--- config.mk ---
export PLATFORM = sky130hd
export DESIGN_NAME = burst_addr_seq
export DESIGN_NICKNAME = d
export VERILOG_FILES = /design/src/rtl/bas_pkg.sv /design/src/rtl/bas_strobe_decode.sv /design/src/rtl/bas_beat_counter.sv /design/src/rtl/bas_base_reg.sv /design/src/rtl/bas_order_map.sv /design/src/rtl/burst_addr_seq.sv
export SDC_FILE = /design/constraint.sdc
export NUM_CORES = 1
export LEC_CHECK = 0
export CORE_MARGIN = 4
export CORE_UTILIZATION = 40
export CTS_CLUSTER_DIAMETER = 120
export CTS_CLUSTER_SIZE = 8
export DETAILED_ROUTE_END_ITERATION = 8
export PLACE_DENSITY = 0.88
export SYNTH_ARGS = -nofsm -noshare
export SYNTH_HDL_FRONTEND = slang
export SYNTH_SLANG_ARGS = --single-unit
--- constraint.sdc ---
create_clock -name clk -period 2.2 [get_ports clk]
set_clock_uncertainty 0.15 [all_clocks]
set_input_delay 0.44 -clock clk [delete_from_list [all_inputs] [get_ports clk]]
set_output_delay 0.44 -clock clk [all_outputs]
set_load 0.1 [all_outputs]
--- src/rtl/bas_pkg.sv ---
// Package: shared types of the burst address sequencer.
// Assumes: the three edge decisions cover all that the address path needs.
package bas_pkg;
    // Decision taken on one clock edge
    typedef enum logic [1:0] {
        CMD_HOLD = 2'd0,  // keep address (wait state or deselect)
        CMD_LOAD = 2'd1,  // capture new base, restart beat count
        CMD_STEP = 2'd2   // advance to next beat
    } cmd_e;
endpackage

--- src/rtl/bas_strobe_decode.sv ---
// Module: bas_strobe_decode
// Turns strobes, enables and advance into one edge decision.
// Assumes: inputs are stable around the rising edge; clk and rst_n are
// used only by the local assertions.
module bas_strobe_decode
    import bas_pkg::*;
(
    input  logic clk,
    input  logic rst_n,
    input  logic strb_proc_n,
    input  logic strb_ctrl_n,
    input  logic adv_n,
    input  logic ce_master_n,
    input  logic ce_sec_hi,
    input  logic ce_sec_lo_n,
    output cmd_e cmd
);
    logic proc_counts;
    logic ctrl_counts;
    logic all_enabled;

    // Purpose: qualify each strobe and the enable group
    always_comb begin
        proc_counts = !strb_proc_n && !ce_master_n;
        ctrl_counts = !strb_ctrl_n;
        all_enabled = !ce_master_n && ce_sec_hi && !ce_sec_lo_n;
    end

    // Purpose: pick the edge decision, strobes before advance
    always_comb begin
        if (proc_counts || ctrl_counts) begin
            cmd = all_enabled ? CMD_LOAD : CMD_HOLD;
        end else if (!adv_n) begin
            cmd = CMD_STEP;
        end else begin
            cmd = CMD_HOLD;
        end
    end

    // with master disabled and no controller strobe, nothing loads
    assert_proc_blocked_R4: assert property (@(posedge clk) disable iff (!rst_n)
        (strb_ctrl_n && ce_master_n) |-> (cmd != CMD_LOAD));

    // controller strobe with master disabled is a deselect
    assert_ctrl_desel_R5: assert property (@(posedge clk) disable iff (!rst_n)
        (!strb_ctrl_n && ce_master_n) |-> (cmd == CMD_HOLD));
endmodule

--- src/rtl/bas_beat_counter.sv ---
// Module: bas_beat_counter
// Beat counter of BEAT_W bits that wraps and does not carry into the
// address. Assumes: cmd comes from bas_strobe_decode.
module bas_beat_counter
    import bas_pkg::*;
#(
    parameter int BEAT_W = 2
) (
    input  logic              clk,
    input  logic              rst_n,
    input  cmd_e              cmd,
    output logic [BEAT_W-1:0] cnt
);
    localparam logic [BEAT_W-1:0] ONE = BEAT_W'(1);

    // Purpose: restart on load, step on advance, wrap naturally
    always_ff @(posedge clk) begin
        if (!rst_n) begin
            cnt <= '0;
        end else if (cmd == CMD_LOAD) begin
            cnt <= '0;
        end else if (cmd == CMD_STEP) begin
            cnt <= cnt + ONE;
        end
    end

    // a load restarts the count
    assert_cnt_restart_R10: assert property (@(posedge clk) disable iff (!rst_n)
        (cmd == CMD_LOAD) |=> (cnt == '0));

    // a step adds one modulo the beat count
    assert_cnt_step_R6: assert property (@(posedge clk) disable iff (!rst_n)
        (cmd == CMD_STEP) |=> (cnt == BEAT_W'($past(cnt) + ONE)));
endmodule

--- src/rtl/bas_base_reg.sv ---
// Module: bas_base_reg
// Holds the loaded base address. Assumes: only a load changes it.
module bas_base_reg
    import bas_pkg::*;
#(
    parameter int ADDR_W = 18
) (
    input  logic              clk,
    input  logic              rst_n,
    input  cmd_e              cmd,
    input  logic [ADDR_W-1:0] addr_in,
    output logic [ADDR_W-1:0] base
);
    // Purpose: capture the address input on a load
    always_ff @(posedge clk) begin
        if (!rst_n) begin
            base <= '0;
        end else if (cmd == CMD_LOAD) begin
            base <= addr_in;
        end
    end

    // without a load the base does not move
    assert_base_hold_R5: assert property (@(posedge clk) disable iff (!rst_n)
        (cmd != CMD_LOAD) |=> $stable(base));
endmodule

--- src/rtl/bas_order_map.sv ---
// Module: bas_order_map
// Combines the base's low bits with the beat count in the selected order.
// Assumes: order_sel is static while a burst runs.
module bas_order_map #(
    parameter int BEAT_W = 2
) (
    input  logic [BEAT_W-1:0] base_lo,
    input  logic [BEAT_W-1:0] cnt,
    input  logic              order_sel,
    output logic [BEAT_W-1:0] lo_out
);
    logic [BEAT_W-1:0] lo_xor;
    logic [BEAT_W-1:0] lo_add;

    // Purpose: form both orders and select one
    always_comb begin
        lo_xor = base_lo ^ cnt;
        lo_add = base_lo + cnt;
        lo_out = order_sel ? lo_xor : lo_add;
    end
endmodule

--- src/rtl/burst_addr_seq.sv ---
// Module: burst_addr_seq (top)
// Address path of a synchronous burst memory: load, step or hold.
// Assumes: ADDR_W > BEAT_W; order_sel is tied or static.
module burst_addr_seq
    import bas_pkg::*;
#(
    parameter int ADDR_W = 18,
    parameter int BEAT_W = 2
) (
    input  logic              clk,
    input  logic              rst_n,
    input  logic [ADDR_W-1:0] addr_in,
    input  logic              strb_proc_n,
    input  logic              strb_ctrl_n,
    input  logic              adv_n,
    input  logic              ce_master_n,
    input  logic              ce_sec_hi,
    input  logic              ce_sec_lo_n,
    input  logic              order_sel,
    output logic [ADDR_W-1:0] addr_out
);
    localparam int HI_W = ADDR_W - BEAT_W;

    cmd_e              cmd;
    logic [BEAT_W-1:0] cnt;
    logic [ADDR_W-1:0] base;
    logic [BEAT_W-1:0] lo_bits;

    bas_strobe_decode u_dec (
        .clk         (clk),
        .rst_n       (rst_n),
        .strb_proc_n (strb_proc_n),
        .strb_ctrl_n (strb_ctrl_n),
        .adv_n       (adv_n),
        .ce_master_n (ce_master_n),
        .ce_sec_hi   (ce_sec_hi),
        .ce_sec_lo_n (ce_sec_lo_n),
        .cmd         (cmd)
    );

    bas_beat_counter #(.BEAT_W(BEAT_W)) u_cnt (
        .clk   (clk),
        .rst_n (rst_n),
        .cmd   (cmd),
        .cnt   (cnt)
    );

    bas_base_reg #(.ADDR_W(ADDR_W)) u_base (
        .clk     (clk),
        .rst_n   (rst_n),
        .cmd     (cmd),
        .addr_in (addr_in),
        .base    (base)
    );

    bas_order_map #(.BEAT_W(BEAT_W)) u_map (
        .base_lo   (base[BEAT_W-1:0]),
        .cnt       (cnt),
        .order_sel (order_sel),
        .lo_out    (lo_bits)
    );

    // Purpose: assemble the output from fixed upper bits and mapped low bits
    always_comb begin
        addr_out = {base[ADDR_W-1:BEAT_W], lo_bits};
    end

    // a load shows the captured address one edge later
    assert_load_visible_R2: assert property (@(posedge clk) disable iff (!rst_n)
        (cmd == CMD_LOAD) |=> (addr_out == $past(addr_in)));

    // upper bits change only on a load
    assert_upper_fixed_R9: assert property (@(posedge clk) disable iff (!rst_n)
        (cmd != CMD_LOAD) |=> (addr_out[ADDR_W-1:BEAT_W] == $past(addr_out[ADDR_W-1:BEAT_W])));

    // the edge after reset gives a zero address
    assert_reset_zero_R1: assert property (@(posedge clk)
        (!rst_n) |=> (addr_out == '0));

    // a wait state with a steady order select keeps the output
    assert_wait_hold_R6: assert property (@(posedge clk) disable iff (!rst_n)
        ((cmd == CMD_HOLD) && (HI_W > 0)) |=> ((addr_out == $past(addr_out)) || (order_sel != $past(order_sel))));
endmodule

== Yosys cells after proc, flatten, opt, wreduce, memory -nomap -nowiden ==
Index checks and enable logic that the tools add are counted.
Word-level totals
  word-level logic and storage cells: 21
  output and inout port bits: 18
  flip-flop bits (word level): 20
  bits of input ports: 27
Cells by class
  reduce and logical (&&, ||, !) cells: 9
  bitwise gates (word level): 2
  $add $sub $neg: 2
  multiplexer cells: 4
  eq/ne operators: 2
Operator list (count)
  $mux W2: 3
  $logic_not A1 Y1: 4
  $logic_and A1 B1 Y1: 3
  $add A2 B1 Y2 const B: 1
  $add A2 B2 Y2: 1
  $eq A2 B1 Y1 const B: 1
  $eq A2 B2 Y1 const B: 1
  $reduce_or A2 Y1: 1
  $xor A2 B2 Y2: 1
  $logic_or A1 B1 Y1: 1
  $mux W1: 1
  $not A1 Y1: 1

== Logic depth before layout (Yosys ltp) ==
  depth in word-level cells: 7
  mapped depth: 5
  gate-level depth less buffers: 3

== Cells and area by module ==
Synthesis repeated with hierarchy kept, for this count alone.
Unflattened totals
  cell total of the unflattened synthesis: 98
  area, all modules: 928.4 µm²
Modules (own cells, without submodules)
  bas_base_reg: cells each 79, area an instance 752.0 µm², sequential area each 360.3 µm², times used 1
  bas_beat_counter: cells each 11, area an instance 105.1 µm², sequential area each 40.0 µm², times used 1
  bas_order_map: cells each 4, area an instance 36.3 µm², sequential area each 0.0 µm², times used 1
  bas_strobe_decode: cells each 4, area an instance 35.0 µm², sequential area each 0.0 µm², times used 1

== Worst setup path after synthesis ==
Ideal clock, no wire load.
  path kind: reg-to-output
  start: register u_cnt.cnt[0]
  end: output addr_out[1]
  path buffers: 0
  arrival time: 2.174 ns
  cell stages (with the launch flop): 4
  setup slack: -0.564 ns
  path through: dfxtp_1 -> ha_1 -> nor2b_1 -> xnor2_1
On the way
  cells in the longest elaborated chain, start to end: 2
Ends and longest elaborated chain
  start, declared: line bas_beat_counter.sv:12  | output logic [BEAT_W-1:0] cnt
  start signal, assigned: line bas_beat_counter.sv:23  | cnt <= cnt + ONE;
  $add A2 B2 Y2: line bas_order_map.sv:18  | lo_add = base_lo + cnt;
  $mux W2: line bas_order_map.sv:19  | lo_out = order_sel ? lo_xor : lo_add;
  end, declared: line burst_addr_seq.sv:20  | output logic [ADDR_W-1:0] addr_out
No other way between the ends.

== Final worst setup path ==
  start: input order_sel
  end: output addr_out[1]
On the way
  cells in the longest elaborated chain, start to end: 1
Ends and longest elaborated chain
  start, declared: line burst_addr_seq.sv:19  | input logic order_sel,
  $mux W2: line bas_order_map.sv:19
No other way between the ends.

==> reports/metrics.cfg <==
[run_status]
outcome = complete, no violations

[power]
pwr-share-seq_pct = 42.9
ir_drop_mv = 0.324
switching_share_pct = 27.6
power_frac_comb_pct = 23.9
clockPowerShare_pct = 33.1
total_power_mw = 0.885
p_switching_mw = 0.244
p_int_mw = 0.641
p_leak_nw = 0.558
p_per_area_nw_per_um2 = 638

[drt]
firstDrtPassIters = 4
antenna_left = 0
vias = 794
viasPerCell = 4.70
drc = 0
wl_per_cell_um = 13.3
routed_wl_mm = 2.24
drtIter0Drc = 11

[grt]
grt_usage_pct = 13.9
grt_max_degree = 38
antenna_found_initial = 0
grt_pass1_vias = 818
grt.overflow.total = 0
grt_pass1_wl_mm = 3.63

[floorplanning]
die_x_um = 58.1
initial_core_util_pct = 43.7
ios = 45
core_area_sq_um = 2300
fp.dieArea_sq_um = 3370
die_y_um = 58.1
row_count = 17

[cts]
clk_root_buffer_cell = clkbuf_4
cts-buffers-inserted = 3
clkSinkCount = 20
clk_latency_ps = 290
cts_resized = 0
htree_num_levels = 1
cts_tree = done
post-cts-setup-buffers = 0
postCtsHoldBufs = 0
clockBufferDepth = 2
clk_pin_slew_worst_paths_ps = 120

[worst_setup_path]
r2r.worst_path.cells = 3
cp-end-kind = output port
crit_arrival_ps = 1410
cp_data_required_time_ps = 1610
critPathLaunchType = input pin
critPathKind = input pin to output port
worstPathMaxFanout = 1

[place]
dp_hpwl_mm = 1.76
placed_cell_area_sq_um = 1340
port_buffers = 44
place.gp.congestion = 0.820
placedCellCount = 165

[cells_and_area]
final_common_cell = nand2_1
drive_gt1_share_pct = 19.1
fillers = 202
area_growth_pct = 38.3
final_cell_area_sq_um = 1390
nets = 170
stdcell_count = 169
final_cell_mix = nand2_1 (36), clkdlybuf4s50_1 (26), dfxtp_1 (20)
n_antenna_cell = 0

[sta]
finalSetupTns_ps = 0
worst_pin_slew_ps = 409
finalCritPeriodShare_pct = 90.7
max_freq_mhz = 501
hold_viol = 0
drv_slew = 0
rsz0062_at_grt = false
slew_headroom_pct = 72.4
fin_hold_ws_ps = 317
finalSetupViolations = 0
finalCriticalPeriod_ps = 2000

[min_path]
holdPathStages = 2
hold_path_class = flip-flop to flip-flop

[logic_synthesis]
synth_top_area_share_pct = 39.9
yosysSeqAreaShare_pct = 39.9
synth_cell_types = 23
syn_avg_cell_area_sq_um = 8.88
syn_area_sq_um = 1000
synth_nets = 141
netlist_instances = 113
ys_seq_elements = 20
yosys_warnings = 0
synth_top_area_cell = dfxtp_1
synthTopCellsByArea = dfxtp_1 (40%), mux2i_1 (18%), nand2_1 (13%)

[run]
maxCapViolCount = 0

-- worst max-delay path: stages --
cell and delay [ps]:
clkdlybuf4s50_1 410, nor2b_1 200, xnor2_2 160, buf_12 200
-- power groups by stage --
stage	sequential, mW	combinational (mW)	clock [mW]
6_report	0.380	0.212	0.293
5_1_grt	0.381	0.222	0.314
4_1_cts	0.380	0.213	0.300
3_5_place_dp	0.388	0.213	0
3_3_place_gp	0.387	0.207	0
2_1_floorplan	0.386	0.144	0
-- final timing paths --
path,start,end,slack [ps]
setup / recovery,order_sel,addr_out[1],200
hold / removal,u_base.base[16],u_base.base[16],320
setup reg to reg,u_cnt.cnt[0],u_cnt.cnt[1],880
hold reg to reg,u_base.base[16],u_base.base[16],320
-- synth_stat cells --
cell / count
nand2_1: 36
or4_1: 1
buf_12: 1
and2_4: 1
nor2_1: 1
buf_4: 16
ha_1: 1
nand2b_1: 1
or3_1: 1
nor2b_1: 1
inv_1: 2
a21oi_1: 2
o31ai_1: 1
buf_2: 1
dfxtp_1: 20
nor4_2: 1
mux2i_1: 18
o21ai_0: 1
o41ai_1: 1
buf_1: 1
xnor2_1: 2
clkbuf_1: 2
buf_6: 1
-- state kept, by name, indices dropped and copies added, names as in the netlist --
| name | flops |
|---|---|
| u_cnt.cnt | 2 |
| u_base.base | 18 |
-- per-layer routing --
layer / track usage [%] / part of all wire [%]
met5: 0 / 0
met4: 4.97 / 1.0
met3: 3.12 / 5.3
met2: 28.2 / 57
met1: 13.4 / 36
-- per-stage QoR --
step | util, % | worst slack, ps
3_3_place_gp | 58.1 | 230
3_5_place_dp | 58.1 | 194
2_1_floorplan | - | 71.3
4_1_cts | 60.4 | 182
6_report | 60.4 | 204
5_1_grt | 60.4 | 133
-- kinds of logic (layout without fill, tap and decap cells) --
| logic type | after synthesis | after routing | synth area share (%) |
|---|---|---|---|
| buffers and inverters | 24 | 52 | 17.5 |
| xor gates and xnor gates | 2 | 2 | 1.75 |
| DFF | 20 | 20 | 39.9 |
| adders and majority gates | 1 | 1 | 1.25 |
| muxes | 18 | 18 | 18.0 |
| AOI/OAI and AO/OA | 5 | 5 | 3.12 |
| and+or+nand+nor | 43 | 43 | 18.6 |
-- cell type report --
type / count / area (sq um) / share of cell area, %
repair buffers: 46 / 448 / 32.3
multi-input cells: 69 / 444 / 32.0
flip-flops and latches: 20 / 400 / 28.9
well taps: 28 / 35.0 / 2.52
clock inverters: 1 / 30.0 / 2.16
clock buffers: 3 / 22.5 / 1.62
inverters: 2 / 7.51 / 0.541
No activity file was read; power rests on OpenSTA's default activity.
